`src/rtl/prio_irq_pkg.sv`:
```
package prio_irq_pkg;
  localparam int unsigned NUM_IN = 8;
  localparam int unsigned IDX_W  = $clog2(NUM_IN);
  localparam int unsigned BYTE_W = 8;

  typedef enum logic [1:0] {
    ST_READY,
    ST_BASE,
    ST_CASC,
    ST_MODE
  } initState_t;

  typedef struct packed {
    logic             imrLoad;
    logic             initClear;
    logic             eoiAny;
    logic             eoiSpecific;
    logic [IDX_W-1:0] eoiLevel;
  } ctrlStrobes_t;
endpackage

```
`src/rtl/prio_irq_ctrl_fsm.sv`:
```
module prio_irq_ctrl_fsm
  import prio_irq_pkg::*;
(
  input  logic              clk,
  input  logic              rstN,
  input  logic              wrStb,
  input  logic              addrIsData,
  input  logic [BYTE_W-1:0] wrData,
  input  logic              slaveRole,
  output ctrlStrobes_t      strobes,
  output logic [BYTE_W-1:0] vecBase,
  output logic              aeoiOn,
  output logic              readIsr,
  output logic              cascadeOn,
  output logic [BYTE_W-1:0] cascadeCfg,
  output logic              configured
);
  initState_t state;
  logic needMode;
  logic cmdWr, dataWr, isInit, isOcw2, isOcw3;

  assign cmdWr  = wrStb && !addrIsData;
  assign dataWr = wrStb && addrIsData;
  assign isInit = cmdWr && wrData[4];
  assign isOcw2 = cmdWr && !wrData[4] && !wrData[3];
  assign isOcw3 = cmdWr && !wrData[4] && wrData[3];
  assign configured = (state == ST_READY);

  always_comb begin
    strobes.initClear   = isInit;
    strobes.imrLoad     = dataWr && (state == ST_READY);
    // 001 = non-specific, 011 = specific end-of-interrupt
    strobes.eoiAny      = isOcw2 && wrData[5] && !wrData[7];
    strobes.eoiSpecific = wrData[6];
    strobes.eoiLevel    = wrData[IDX_W-1:0];
  end

  always_ff @(posedge clk) begin
    if (!rstN) begin
      state      <= ST_READY;
      needMode   <= 1'b0;
      vecBase    <= '0;
      aeoiOn     <= 1'b0;
      readIsr    <= 1'b0;
      cascadeOn  <= 1'b0;
      cascadeCfg <= '0;
    end else if (isInit) begin
      state     <= ST_BASE;
      needMode  <= wrData[0];
      cascadeOn <= !wrData[1];
      readIsr   <= 1'b0;
      aeoiOn    <= 1'b0;
    end else if (isOcw3) begin
      if (wrData[1]) readIsr <= wrData[0];
    end else if (dataWr) begin
      case (state)
        ST_BASE: begin
          vecBase <= wrData;
          if (cascadeOn)     state <= ST_CASC;
          else if (needMode) state <= ST_MODE;
          else               state <= ST_READY;
        end
        ST_CASC: begin
          cascadeCfg <= slaveRole ? {{(BYTE_W-3){1'b0}}, wrData[2:0]} : wrData;
          state      <= needMode ? ST_MODE : ST_READY;
        end
        ST_MODE: begin
          aeoiOn <= wrData[1];
          state  <= ST_READY;
        end
        default: ;
      endcase
    end
  end
endmodule

```
`src/rtl/prio_irq_ctrl_dp.sv`:
```
module prio_irq_ctrl_dp
  import prio_irq_pkg::*;
(
  input  logic              clk,
  input  logic              rstN,
  input  logic [NUM_IN-1:0] irqIn,
  input  logic              ackReq,
  input  ctrlStrobes_t      strobes,
  input  logic [BYTE_W-1:0] wrData,
  input  logic [BYTE_W-1:0] vecBase,
  input  logic              aeoiOn,
  input  logic              configured,
  output logic [NUM_IN-1:0] irrVec,
  output logic [NUM_IN-1:0] isrVec,
  output logic [NUM_IN-1:0] imrVec,
  output logic              irqOut,
  output logic              vecValid,
  output logic [BYTE_W-1:0] vecOut
);
  localparam logic [IDX_W-1:0]  SPUR_IDX = IDX_W'(NUM_IN - 1);
  localparam logic [NUM_IN-1:0] ONE_BIT  = NUM_IN'(1);

  logic [NUM_IN-1:0] irqPrev, blockMask, candVec;
  logic [NUM_IN-1:0] ackClr, isrSet, eoiClr;
  logic              winFound, isrLowFound, acc;
  logic [IDX_W-1:0]  winIdx, isrLowIdx, vecIdx;

  always_comb begin
    acc = 1'b0;
    for (int n = 0; n < NUM_IN; n++) begin
      acc          = acc | isrVec[n];
      blockMask[n] = acc;
    end
    candVec = irrVec & ~imrVec & ~blockMask;
  end

  always_comb begin
    winFound = 1'b0;
    winIdx   = '0;
    isrLowFound = 1'b0;
    isrLowIdx   = '0;
    for (int n = NUM_IN - 1; n >= 0; n--) begin
      if (candVec[n]) begin
        winFound = 1'b1;
        winIdx   = IDX_W'(n);
      end
      if (isrVec[n]) begin
        isrLowFound = 1'b1;
        isrLowIdx   = IDX_W'(n);
      end
    end
  end

  assign irqOut = configured && winFound;
  assign vecIdx = winFound ? winIdx : SPUR_IDX;
  assign ackClr = (ackReq && winFound) ? (ONE_BIT << winIdx) : '0;
  assign isrSet = aeoiOn ? '0 : ackClr;

  always_comb begin
    eoiClr = '0;
    if (strobes.eoiAny) begin
      if (strobes.eoiSpecific)  eoiClr = ONE_BIT << strobes.eoiLevel;
      else if (isrLowFound)     eoiClr = ONE_BIT << isrLowIdx;
    end
  end

  always_ff @(posedge clk) begin
    if (!rstN) begin
      irqPrev  <= '0;
      irrVec   <= '0;
      isrVec   <= '0;
      imrVec   <= '1;
      vecValid <= 1'b0;
      vecOut   <= '0;
    end else begin
      irqPrev  <= irqIn;
      vecValid <= ackReq;
      if (ackReq) vecOut <= vecBase + BYTE_W'(vecIdx);
      if (strobes.initClear) begin
        irrVec <= '0;
        isrVec <= '0;
        imrVec <= '0;
      end else begin
        irrVec <= (irrVec | (irqIn & ~irqPrev)) & irqIn & ~ackClr;
        isrVec <= (isrVec & ~eoiClr) | isrSet;
        if (strobes.imrLoad) imrVec <= wrData[NUM_IN-1:0];
      end
    end
  end
endmodule

```
`src/rtl/prio_irq_ctrl.sv`:
```
module prio_irq_ctrl
  import prio_irq_pkg::*;
(
  input  logic       clk,
  input  logic       rstN,
  input  logic       wrStb,
  input  logic       addrIsData,
  input  logic [7:0] wrData,
  output logic [7:0] rdData,
  input  logic       slaveRole,
  input  logic [7:0] irqIn,
  input  logic       ackReq,
  output logic       irqOut,
  output logic       vecValid,
  output logic [7:0] vecOut,
  output logic       cascadeOn,
  output logic [7:0] cascadeCfg
);
  ctrlStrobes_t      strobes;
  logic [BYTE_W-1:0] vecBase;
  logic              aeoiOn, readIsr, configured;
  logic [NUM_IN-1:0] irrVec, isrVec, imrVec;

  prio_irq_ctrl_fsm u_fsm (
    .clk(clk), .rstN(rstN), .wrStb(wrStb), .addrIsData(addrIsData),
    .wrData(wrData), .slaveRole(slaveRole), .strobes(strobes),
    .vecBase(vecBase), .aeoiOn(aeoiOn), .readIsr(readIsr),
    .cascadeOn(cascadeOn), .cascadeCfg(cascadeCfg), .configured(configured)
  );

  prio_irq_ctrl_dp u_dp (
    .clk(clk), .rstN(rstN), .irqIn(irqIn), .ackReq(ackReq),
    .strobes(strobes), .wrData(wrData), .vecBase(vecBase),
    .aeoiOn(aeoiOn), .configured(configured), .irrVec(irrVec),
    .isrVec(isrVec), .imrVec(imrVec), .irqOut(irqOut),
    .vecValid(vecValid), .vecOut(vecOut)
  );

  assign rdData = addrIsData ? imrVec : (readIsr ? isrVec : irrVec);
endmodule

```
`config.mk`:
```
export PLATFORM = sky130hd
export DESIGN_NAME = prio_irq_ctrl
export DESIGN_NICKNAME = d
export VERILOG_FILES = /design/src/rtl/prio_irq_pkg.sv /design/src/rtl/prio_irq_ctrl_fsm.sv /design/src/rtl/prio_irq_ctrl_dp.sv /design/src/rtl/prio_irq_ctrl.sv
export SDC_FILE = /design/constraint.sdc
export NUM_CORES = 1
export LEC_CHECK = 0
export BUFFER_PORTS_ARGS = -buffer_cell sky130_fd_sc_hd__buf_4
export CAP_MARGIN = 20
export CELL_PAD_IN_SITES_DETAIL_PLACEMENT = 1
export CELL_PAD_IN_SITES_GLOBAL_PLACEMENT = 1
export CORE_UTILIZATION = 45
export DETAILED_ROUTE_END_ITERATION = 10
export GPL_ROUTABILITY_DRIVEN = 0
export PLACE_DENSITY = 0.86
export SLEW_MARGIN = 20
export SYNTH_ARGS = -nofsm -noshare
export SYNTH_HDL_FRONTEND = slang
export SYNTH_SLANG_ARGS = --single-unit
```
`constraint.sdc`:
```
create_clock -name clk -period 6.9 [get_ports clk]
set_input_delay 0.69 -clock clk [delete_from_list [all_inputs] [get_ports clk]]
set_output_delay 0.69 -clock clk [all_outputs]
set_load 0.1 [all_outputs]
```
; ---- After elaboration in Yosys (flattened, before gate mapping)
; Index checks and enable logic that the tools add are counted.
; W data, S select, Z words.
[word_totals]
register_bits = 63
latch_bits = 0
ram_bits = 0
romBits = 0
output_inout_bits = 27
word_cells = 122
mem_count = 0
[classes]
add_sub_neg = 1
multipliers = 0
div_mod_pow = 0
n_lt_le_gt_ge = 0
eq_ne = 4
shift = 3
mux = 49
n_bitwise = 23
reduce_logical = 28
[ops]
columns = operator, n
row1 = $mux W8, 10
row2 = $mux W3, 17
row3 = $and A8 B8 Y8, 6
row4 = $not A8 Y8, 5
row5 = $shl A1 B3 Y8 const A, 3
row6 = $mux W1, 19
row7 = $or A8 B8 Y8, 2
row8 = $logic_and A1 B1 Y1, 11
row9 = $reduce_and A3 Y1, 3
row10 = $add A8 B3 Y8, 1
row11 = $reduce_and A4 Y1, 2
row12 = $or A1 B1 Y1, 7
row13 = $pmux W2 S3, 1
row14 = $logic_not A1 Y1, 5
row15 = $eq A2 B2 Y1 const B, 2
row16 = $mux W2, 2
row17 = $reduce_bool A2 Y1, 2
row18 = $reduce_bool A4 Y1, 1
row19 = $not A1 Y1, 3
row20 = $reduce_bool A3 Y1, 1
row21 = $eq A2 B1 Y1 const B, 1
row22 = $logic_not A2 Y1, 1
row23 = $ne A2 B1 Y1 const B, 1
row24 = $reduce_and A2 Y1, 1
row25 = $reduce_or A2 Y1, 1

; ---- Depth between registers and ports, before layout
; Gate-level depths: netlist of run 1.
[logic_depth]
depth_word = 21
mapped_depth = 14

; ---- Cells and area by module
; From an unflattened synthesis of run 1, not the netlist that was laid out.
[hier_totals]
hier_cells = 372
area_unflattened_um2 = 3250.6
[by_module_without_submodules]
columns = mod, n_inst, cells_per_inst, area_per_inst_um2, seq_area_each_um2
row1 = prio_irq_ctrl_dp, 1, 231, 2084.5, 820.8
row2 = prio_irq_ctrl_fsm, 1, 115, 993.5, 440.4
row3 = prio_irq_ctrl, 1, 26, 172.7, 0.0

; ---- Worst setup path before layout of run 1
; No wires, ideal clock.
[synth_timing]
kind = input -> output
from = input addrIsData
to = output rdData[5]
arrival_time_ns = 3.193
setup_slack_ns = 3.017
path_stages = 3
path_cell_list = clkbuf_1 > clkbuf_1 > o21ai_0
[synth_between]
elab_chain_cells = 1
[synth_lines]
columns = element, line
row1 = start: declaration, prio_irq_ctrl.sv:7  ; input logic addrIsData,
row2 = $mux W8, prio_irq_ctrl.sv:39  ; assign rdData = addrIsData ? imrVec : (readIsr ? isrVec : irrVec);
row3 = end: declaration, prio_irq_ctrl.sv:9  ; output logic [7:0] rdData,
; No other way between the ends.

; ---- Worst setup path in the final report of run 1
[layout_timing]
from = register u_dp.isrVec[0]
to = register u_dp.vecOut[6]
[layout_between]
elab_chain_cells = 19
[layout_lines]
columns = element, line
row1 = start: declaration, prio_irq_ctrl_dp.sv:14  ; output logic [NUM_IN-1:0] isrVec,
row2 = start signal: assignment, prio_irq_ctrl_dp.sv:85  ; isrVec <= (isrVec & ~eoiClr) | isrSet;
row3 = $or A1 B1 Y1 (7 in a row), prio_irq_ctrl_dp.sv:31  ; acc = acc | isrVec[n];
row4 = $not A8 Y8 *, prio_irq_ctrl_dp.sv:34  ; candVec = irrVec & ~imrVec & ~blockMask;
row5 = $and A8 B8 Y8 *, prio_irq_ctrl_dp.sv:34
row6 = $mux W3 / $mux W1 (equally long branches) (8 in a row), prio_irq_ctrl_dp.sv:43  ; if (candVec[n]) begin
row7 = $mux W3 *, prio_irq_ctrl_dp.sv:55  ; assign vecIdx = winFound ? winIdx : SPUR_IDX;
row8 = $add A8 B3 Y8 *, prio_irq_ctrl_dp.sv:78  ; if (ackReq) vecOut <= vecBase + BYTE_W'(vecIdx);
row9 = end signal: assignment, prio_irq_ctrl_dp.sv:78
row10 = end: declaration, prio_irq_ctrl_dp.sv:18  ; output logic [BYTE_W-1:0] vecOut
; Every way passes the cells marked *; elsewhere a longest branch is shown, timed or not.
; A chain may end at the register's enable or synchronous reset.

==> flow_summary.toml, run 1 <==
[outcome]
status = "finished, final reports clean"

[clocking]
cts_hold_buf = 0
cts_setup_buffers = 0
clock-root-buffer = "clkbuf_8"
cts_inserted_buffers = 9
post_cts_resized = 0
htree_levels = 3
clock_path_buffers = 2
cts.sinks = 63
clk_pin_slew_ps = 70
clk_latency_ps = 350
cts_tree = "built"

[hold_path]
min_to = "u_fsm.cascadeCfg[4]"
whs_path_depth = 2
hold_class = "reg -> reg"
hp-start = "u_fsm.cascadeCfg[4]"

[timing]
tightest_slew_ps = 1110
hold_slack_ps = 460
relSlewSlack_pct = 26.2
hold_viol = 0
post-route-min-period_ps = 3340
fmax_mhz = 299
period_share_pct = 48.4
drv_slew = 0
timing.final.ws_setup_ps = 3560
fin_worst_skew_ps = 7.39
fin_tns_setup_ps = 0
setup_viol = 0
rsz0062_at_grt = "false"

[cells_and_area]
drive_gt1_share_pct = 18.4
ff_latch_area_mm2 = 0.00126
area_growth_pct = 17.1
fill_cells = 826
nets = 436
multi_input_area_mm2 = 0.00177
num_antenna_cells = 0
stdcell_area_mm2 = 0.00367

[drt]
antenna_left = 0
drt_iter0_markers = 159
drt_wl_total_um = 8950
vias = 2906
wl_met3_um = 380
highest_layer = "met4"
route.met2.wl_um = 4540
drc = 0
dr.pass1.iters = 4
wl_met1_um = 3850
wl_per_cell_um = 18.1
routed_via_density = 5.88

[yosys]
ys_types = 57
ys.flop_type = "dfxtp_1"
async_reset_ff_share_pct = 0
ys_ff_latch = 63
yosysTopAreaCell = "dfxtp_1"
synthCells = 374
seq_area_frac_synth_pct = 40.2
ys_warn_count = 0
synth_edf_count = 0
avgSynthCellArea_um2 = 8.39
synth_top_cell_area_share_pct = 40.2
syn_nets = 400
syn-cell-area_mm2 = 0.00314
synth_top_cells_by_area = "dfxtp_1 40%, mux2i_1 6.4%, nand2_1 6.3%"

[grt]
overflow = 0
grt_max_degree = 29
grt_pass1_vias = 2976
grt_pass1_wl_um = 14900
antenna_found_initial = 0
grt_usage_pct = 26.6

[floorplan]
dieHeight_um = 85.5
core-area_mm2 = 0.00676
io_pins = 49
initial_core_util_pct = 46.4
dieArea_mm2 = 0.00731
die_x_um = 85.5
std_cell_rows = 30

[critical_path]
cp_top_family = "simple AND/OR/NAND/NOR gates"
regToRegSetupSlack_ps = 3560
r2r_start = "u_dp.isrVec[0]"
worst_path_largest_cell_delay_ps = 460
cp-end-kind = "flop"
crit_arrival_ps = 3600
cp_slowest_cell = "nor3_1"
critPathBufInv = 1
critical_path.cell_chain = "nor4_2 -> nand2_1 -> nor3_1 -> o311ai_1 -> nand2_1 -> ha_1 -> inv_1 -> fa_1 -> nor2b_1 -> o2111ai_1 -> xor2_1 -> a211oi_1"
reg2reg_to = "u_dp.vecOut[6]"
crit_top_cell = "nand2_1"
startpoint_type = "flop"
criticalPathCategory = "reg -> reg"
reg2regPathDepth = 12
critPathRequiredTime_ps = 7160
critPathMaxFanout = 12

[placement]
place_ws_ps = 3610
dp_hpwl_um = 6550
portBuffers = 48
place_area_mm2 = 0.00351

[pwr]
cellLeakagePower_nw = 1.40
irDropWorstVdd_mv = 0.150
power.density_mw_per_mm2 = 229

[job]
cap_violations = 0
-- cell families (layout without fill, tap and decap cells) --
logic type                 Yosys count  after routing  share of synthesized area (%)
muxes                               20             20                           6.38
DFF                                 63             63                           40.2
and+or+nand+nor                    156            156                           27.3
AOI/OAI and AO/OA                   96             96                           19.1
xor gates and xnor gates             6              6                           1.67
buffers and inverters               29             69                           3.55
adders and majority gates            4              4                           1.83
-- where the power goes --
part | internal, W | switching [W] | total (W)
Combinational | 0.0000495 | 0.000126 | 0.000175
Clock | 0.000136 | 0.000140 | 0.000276
Sequential | 0.000378 | 0.0000131 | 0.000391
-- final cells by class --
cell class	count	share of cell area [%]
clock inverters	4	0.613
flip-flops and latches	63	34.3
repair buffers	48	9.81
inverters	6	0.613
clock buffers	11	3.85
well taps	80	2.72
multi-input cells	282	48.1
-- worst max-delay path by stage --
stage | from | endpoint | cells after the start
after detailed placement | u_dp.isrVec[2] | u_dp.vecOut[6] | 12
after global placement | u_dp.isrVec[2] | u_dp.vecOut[6] | 12
after floorplan | addrIsData | rdData[5] | 3
after global routing | u_dp.isrVec[2] | u_dp.vecOut[6] | 12
after CTS | u_dp.isrVec[0] | u_dp.vecOut[6] | 12
final | u_dp.isrVec[0] | u_dp.vecOut[6] | 12
-- metal layers --
layer  GRT usage, %  up-vias
li1               -     1405
met1           33.3     1417
met2           45.9       66
met3           5.29       18
met4           9.09        0
met5              0        -
-- cell usage in the layout (no fill, tap or decap), types with 10 or more instances in the layout --
master / netlist / layout
a21oi_1: 32 / 32
and2_1: 12 / 12
buf_4: 0 / 48
clkbuf_8: 0 / 10
dfxtp_1: 63 / 63
mux2i_1: 20 / 20
nand2_1: 53 / 53
nand2b_1: 10 / 10
nand3_1: 11 / 11
nor2_1: 24 / 24
o21ai_0: 17 / 17
o21ai_1: 10 / 10
-- flip-flops by register name (all words and copies together), names as in the netlist --
signal	count
u_dp.imrVec	8
u_dp.irqPrev	8
u_dp.irrVec	8
u_dp.isrVec	8
u_dp.vecOut	8
u_dp.vecValid	1
u_fsm.aeoiOn	1
u_fsm.cascadeCfg	8
u_fsm.cascadeOn	1
u_fsm.needMode	1
u_fsm.readIsr	1
u_fsm.state	2
u_fsm.vecBase	8
-- through the flow --
| stage | cells | util, % | power, W |
|---|---|---|---|
| final | 494 | 54.4 | 0.000842 |
| after detailed placement | 479 | 51.9 | 0.000574 |
| after global placement | 479 | 51.9 | 0.000570 |
| after CTS | 494 | 54.4 | 0.000850 |
| after floorplan | 374 | - | 0.000526 |
| after global routing | 494 | 54.4 | 0.000878 |
-- tightest hold or removal path: stages, from the launching register on --
cell and delay, ps:
dfxtp_1 310, nand2_1 50, a21oi_1 50
-- cell usage after synthesis (all sizes together), types with 2 or more instances --
| cell | instances |
|---|---|
| nor2 | 24 |
| nor2b | 5 |
| xor2 | 2 |
| nand3 | 11 |
| nor3b | 6 |
| clkbuf | 20 |
| mux2i | 20 |
| a21oi | 32 |
| nand4 | 3 |
| nand2 | 53 |
| nand2b | 10 |
| buf | 3 |
| xnor2 | 4 |
| nand3b | 8 |
| a31o | 2 |
| nor3 | 8 |
| ha | 3 |
| o21ai | 27 |
| a21o | 2 |
| and2 | 12 |
| o311a | 2 |
| nand4b | 3 |
| a211oi | 4 |
| dfxtp | 63 |
| o211ai | 3 |
| o311ai | 2 |
| or3b | 2 |
| a31oi | 9 |
| a221o | 2 |
| nor4 | 5 |
| o41ai | 2 |
| inv | 6 |
Power figures use the tool's default switching activity.
==> run 2: changes to the inputs <==
--- a/config.mk
+++ b/config.mk
@@ -9,10 +9,10 @@
 export CAP_MARGIN = 20
 export CELL_PAD_IN_SITES_DETAIL_PLACEMENT = 1
 export CELL_PAD_IN_SITES_GLOBAL_PLACEMENT = 1
-export CORE_UTILIZATION = 45
+export CORE_UTILIZATION = 42
 export DETAILED_ROUTE_END_ITERATION = 10
 export GPL_ROUTABILITY_DRIVEN = 0
-export PLACE_DENSITY = 0.86
+export PLACE_DENSITY = 0.81
 export SLEW_MARGIN = 20
 export SYNTH_ARGS = -nofsm -noshare
 export SYNTH_HDL_FRONTEND = slang
==> constraint.sdc (replaced) <==
create_clock -name clk -period 3.15 [get_ports clk]
set_input_delay 0.315 -clock clk [delete_from_list [all_inputs] [get_ports clk]]
set_output_delay 0.315 -clock clk [all_outputs]
set_load 0.1 [all_outputs]
==> run 2 against run 1 <==
  * Clock skew about the same
  * Sequential power increased by 120%
  * Critical path depth unchanged
  * Largest cell class unchanged
==> flow_summary.toml, run 2 (synthesis results as in run 1) <==
[outcome]
status = "finished, final reports clean"

[drt]
vias = 2960
dr.pass1.iters = 4
drt_wl_total_um = 9100
drt_iter0_markers = 156
routed_via_density = 5.71
drc = 0
antenna_left = 0
wl_per_cell_um = 17.6

[critical_path]
cp-end-kind = "flop"
startpoint_type = "flop"
critical_path.cell_chain = "or4_4 -> nor3b_4 -> buf_4 -> nor3_2 -> nand2_1 -> o21ai_1 -> ha_1 -> a21o_1 -> a21oi_1 -> nor3_1 -> xnor2_1 -> a211oi_1"
critPathBufInv = 1
cp_top_family = "simple AND/OR/NAND/NOR gates"
regToRegSetupSlack_ps = 190
cp_slowest_cell = "or4_4"
criticalPathCategory = "reg -> reg"
critPathMaxFanout = 6
critPathRequiredTime_ps = 3410
worst_path_largest_cell_delay_ps = 560
crit_arrival_ps = 3220

[clocking]
htree_levels = 3
cts_tree = "built"
clock_path_buffers = 2
clock-root-buffer = "clkbuf_8"
post_cts_resized = 0
cts_setup_buffers = 0
cts.sinks = 63
clk_latency_ps = 350
cts_hold_buf = 0
clk_pin_slew_ps = 70
cts_inserted_buffers = 9

[timing]
hold_slack_ps = 192
period_share_pct = 93.9
hold_viol = 0
tightest_slew_ps = 950
post-route-min-period_ps = 2960
relSlewSlack_pct = 36.5
setup_viol = 0
fin_worst_skew_ps = 7.79
drv_slew = 0
fmax_mhz = 338

[cells_and_area]
num_antenna_cells = 0
area_growth_pct = 20.3
ff_latch_area_mm2 = 0.00126
final_common_cell = "dfxtp_1"
fill_cells = 889
nets = 440
layout_common_cells = "60 x dfxtp_1, 53 x nand2_1, 52 x buf_4"
multi_input_area_mm2 = 0.00180
utilization_pct = 52.0
drive_gt1_share_pct = 21.2

[grt]
grtUsageMet2_pct = 45.5
grt_pass1_vias = 3087
busiest_layer = "met2"
use_met1_pct = 27.1
grt_usage_pct = 24.9
grt_pass1_wl_um = 14600
overflow = 0
grt_max_degree = 29
antenna_found_initial = 0
grtUsageMet3_pct = 6.25

[hold_path]
hold_class = "in -> reg"

[placement]
portBuffers = 48
dp_hpwl_um = 6650

[floorplan]
io_pins = 49
std_cell_rows = 31
die_x_um = 88.4
initial_core_util_pct = 43.3
dieArea_mm2 = 0.00782
dieHeight_um = 88.4
core-area_mm2 = 0.00725

[pwr]
cellLeakagePower_nw = 1.43
irDropWorstVdd_mv = 0.265
power.density_mw_per_mm2 = 494

[job]
cap_violations = 0
run 2: cell types whose count changed in the layout (fill, tap and decap cells not counted), moves of 2 or more:
cell,before,now
clkinv_4,0,2
buf_4,48,52
o21ai_1,10,18
dfxtp_2,0,3
o21ai_0,17,9
dfxtp_1,63,60
clkinvlp_4,1,3
run 2: path summary, 6_finish.rpt:
kind / depth (start not counted) / to / startpoint
min: 2 / u_dp.irqPrev[3] / irqIn[3]
min reg2reg: 2 / u_fsm.vecBase[0] / u_fsm.vecBase[0]
max: 12 / u_dp.vecOut[7] / u_dp.isrVec[3]
max reg2reg: 12 / u_dp.vecOut[7] / u_dp.isrVec[3]
run 2: layer usage:
layer,wire length [µm],part of all wire [%],vias up
met5,0,0,-
li1,-,-,1421
met1,3700,41,1431
met2,4760,52,82
met4,225,2.5,0
met3,411,4.5,26
run 2: stage by stage:
stage	setup slack, ps	area (µm²)	total power, W	cells	TNS, ps
after floorplan	169	3140	0.00115	374	0
after global placement	255	3560	0.00125	502	0
after detailed placement	46.1	3560	0.00126	502	0
after CTS	28.8	3740	0.00188	518	0
after global routing	-1.44	3770	0.00195	518	-1.44
final	191	3770	0.00187	518	0
run 2: report_power, final:
part           total, W  internal [W]  switching (W)  leakage (nW)
Combinational  0.000389      0.000112       0.000277         0.831
Sequential     0.000858      0.000828      0.0000296         0.517
Clock          0.000619      0.000284       0.000335        0.0812
run 2: worst reg2reg max path: cells and delay by family, from the launching register on:
| family | cells | cell delay (ps) |
|---|---|---|
| and+or+nand+nor | 5 | 1070 |
| AOI/OAI and AO/OA | 4 | 790 |
| DFF | 1 | 390 |
| adders and majority gates | 1 | 290 |
| buffers and inverters | 1 | 200 |
| xor gates and xnor gates | 1 | 140 |
run 2: layout make-up:
class | instances | area share [%]
flip-flops and latches | 63 | 33.5
repair buffers | 52 | 10.3
clock inverters | 7 | 1.33
well taps | 99 | 3.28
multi-input cells | 282 | 47.6
clock buffers | 9 | 3.28
inverters | 6 | 0.597
==> run 3: changes to the inputs <==
--- a/config.mk
+++ b/config.mk
@@ -13,6 +13,7 @@
 export DETAILED_ROUTE_END_ITERATION = 10
 export GPL_ROUTABILITY_DRIVEN = 0
 export PLACE_DENSITY = 0.81
+export RECOVER_POWER = 25
 export SLEW_MARGIN = 20
 export SYNTH_ARGS = -nofsm -noshare
 export SYNTH_HDL_FRONTEND = slang
==> run 3 against run 2 <==
  * Clock skew barely moved
  * Register-to-register slack barely moved
  * Global-route usage did not move
  * Worst setup slack got worse by 4.4 ps
  * Count of clock-buffer cells in the layout did not move
  * Sequential cell count did not move
  * Utilization fell by 0.36 points
  * Critical path depth did not move
  * Sequential power barely moved
  * Critical path type unchanged
==> flow_summary.toml, run 3 (synthesis results as in run 1) <==
[outcome]
status = "finished, final reports clean"

[critical_path]
cp-startpoint = "u_dp.isrVec[3]"
cp-end-kind = "flop"
critPathMaxFanout = 6
startpoint_type = "flop"
crit_arrival_ps = 3210
criticalPathCategory = "reg -> reg"
critPathRequiredTime_ps = 3400
r2r_start = "u_dp.isrVec[3]"

[grt]
grt_usage_pct = 24.9
overflow = 0
grt_pass1_wl_um = 14600
grt_max_degree = 29
grt_pass1_vias = 3087
antenna_found_initial = 0

[floorplan]
std_cell_rows = 31
core-area_mm2 = 0.00725
io_pins = 49
dieHeight_um = 88.4
die_x_um = 88.4
initial_core_util_pct = 43.3
dieArea_mm2 = 0.00782

[drt]
drt_iter0_markers = 174
drt_wl_total_um = 9100
wl_per_cell_um = 17.6
dr.pass1.iters = 4
antenna_left = 0
vias = 2948
drc = 0
routed_via_density = 5.69

[cells_and_area]
num_antenna_cells = 0
stdcell_count = 518
layout_common_cells = "60 x dfxtp_1, 53 x nand2_1, 45 x buf_4"
drive_gt1_share_pct = 19.3
fill_cells = 893
multi_input_area_mm2 = 0.00180
final_common_cell = "dfxtp_1"
ff_latch_area_mm2 = 0.00126
stdcell_area_mm2 = 0.00375
area_growth_pct = 19.4
nets = 440
utilization_pct = 51.7

[pwr]
swShare_pct = 34.5
p_switching_w = 0.000642
p_comb_share_pct = 20.7
clock_power_share_pct = 33.3
irDropWorstVdd_mv = 0.266
power.density_mw_per_mm2 = 497
cell_internal_pwr_w = 0.00122
seqPwrFrac_pct = 46.1
cellLeakagePower_nw = 1.40

[clocking]
cts_tree = "built"
cts.sinks = 63
clk_pin_slew_ps = 70
cts_hold_buf = 0
cts_inserted_buffers = 9
clock_path_buffers = 2
clock-root-buffer = "clkbuf_8"
htree_levels = 3
post_cts_resized = 0
cts_setup_buffers = 0
clk_latency_ps = 350

[timing]
timing.final.ws_setup_ps = 187
setup_viol = 0
tightest_slew_ps = 1170
hold_viol = 0
period_share_pct = 94.1
fin_worst_skew_ps = 7.59
fin_tns_setup_ps = 0
fmax_mhz = 337
relSlewSlack_pct = 22.4
post-route-min-period_ps = 2960
drv_slew = 0

[placement]
place_inst = 502
portBuffers = 48
place_ws_ps = 46.1
dp_hpwl_um = 6650
place_area_mm2 = 0.00356

[job]
cap_violations = 0

[hold_path]
hp-start = "irqIn[3]"
hold_class = "in -> reg"
run 3: cell types whose count changed in the layout (fill, tap and decap cells not counted):
cell,previous run,this run
inv_2,1,0
and2_1,11,2
inv_1,5,6
buf_4,52,45
clkbuf_1,0,7
and2_0,0,9
run 3: power by group through the flow:
stage	combinational [W]	clock, W	sequential [W]
3_3_place_gp	0.000380	0	0.000874
5_1_grt	0.000409	0.000672	0.000861
6_report	0.000385	0.000620	0.000858
3_5_place_dp	0.000386	0	0.000875
4_1_cts	0.000388	0.000636	0.000857
2_1_floorplan	0.000235	0	0.000920
run 3: final timing paths:
path                         end  slack [ps]  depth (start not counted)
min reg2reg  u_fsm.cascadeCfg[6]         460                          2
max reg2reg       u_dp.vecOut[7]         190                         12
min              u_dp.irqPrev[3]         200                          2
max               u_dp.vecOut[7]         190                         12
run 3: cell type report:
class	instances	area share (%)
multi-input cells	282	48.0
inverters	6	0.601
clock buffers	9	3.31
flip-flops and latches	63	33.8
clock inverters	7	1.34
well taps	99	3.31
repair buffers	52	9.72
run 3: per-layer routing:
metal,up-vias,track usage [%],wire length (µm)
li1,1424,-,-
met4,0,11.3,165
met3,20,6.25,350
met2,75,45.5,4780
met5,-,0,0
met1,1429,27.1,3810
run 3: through the flow:
stage | total power [W] | hold slack, ps
floorplan | 0.00115 | 440
global placement | 0.00125 | 444
detailed placement | 0.00126 | 452
CTS | 0.00188 | 188
global route | 0.00194 | 193
finish | 0.00186 | 205
run 3: worst max-delay path, stage by stage, from the launching register on:
cell and delay, ps:
dfxtp_1 390, or4_4 560, nor3b_4 250, buf_4 200, nor3_2 60, nand2_1 80
o21ai_1 80, ha_1 290, a21o_1 180, a21oi_1 270, nor3_1 120, xnor2_1 140
a211oi_1 260
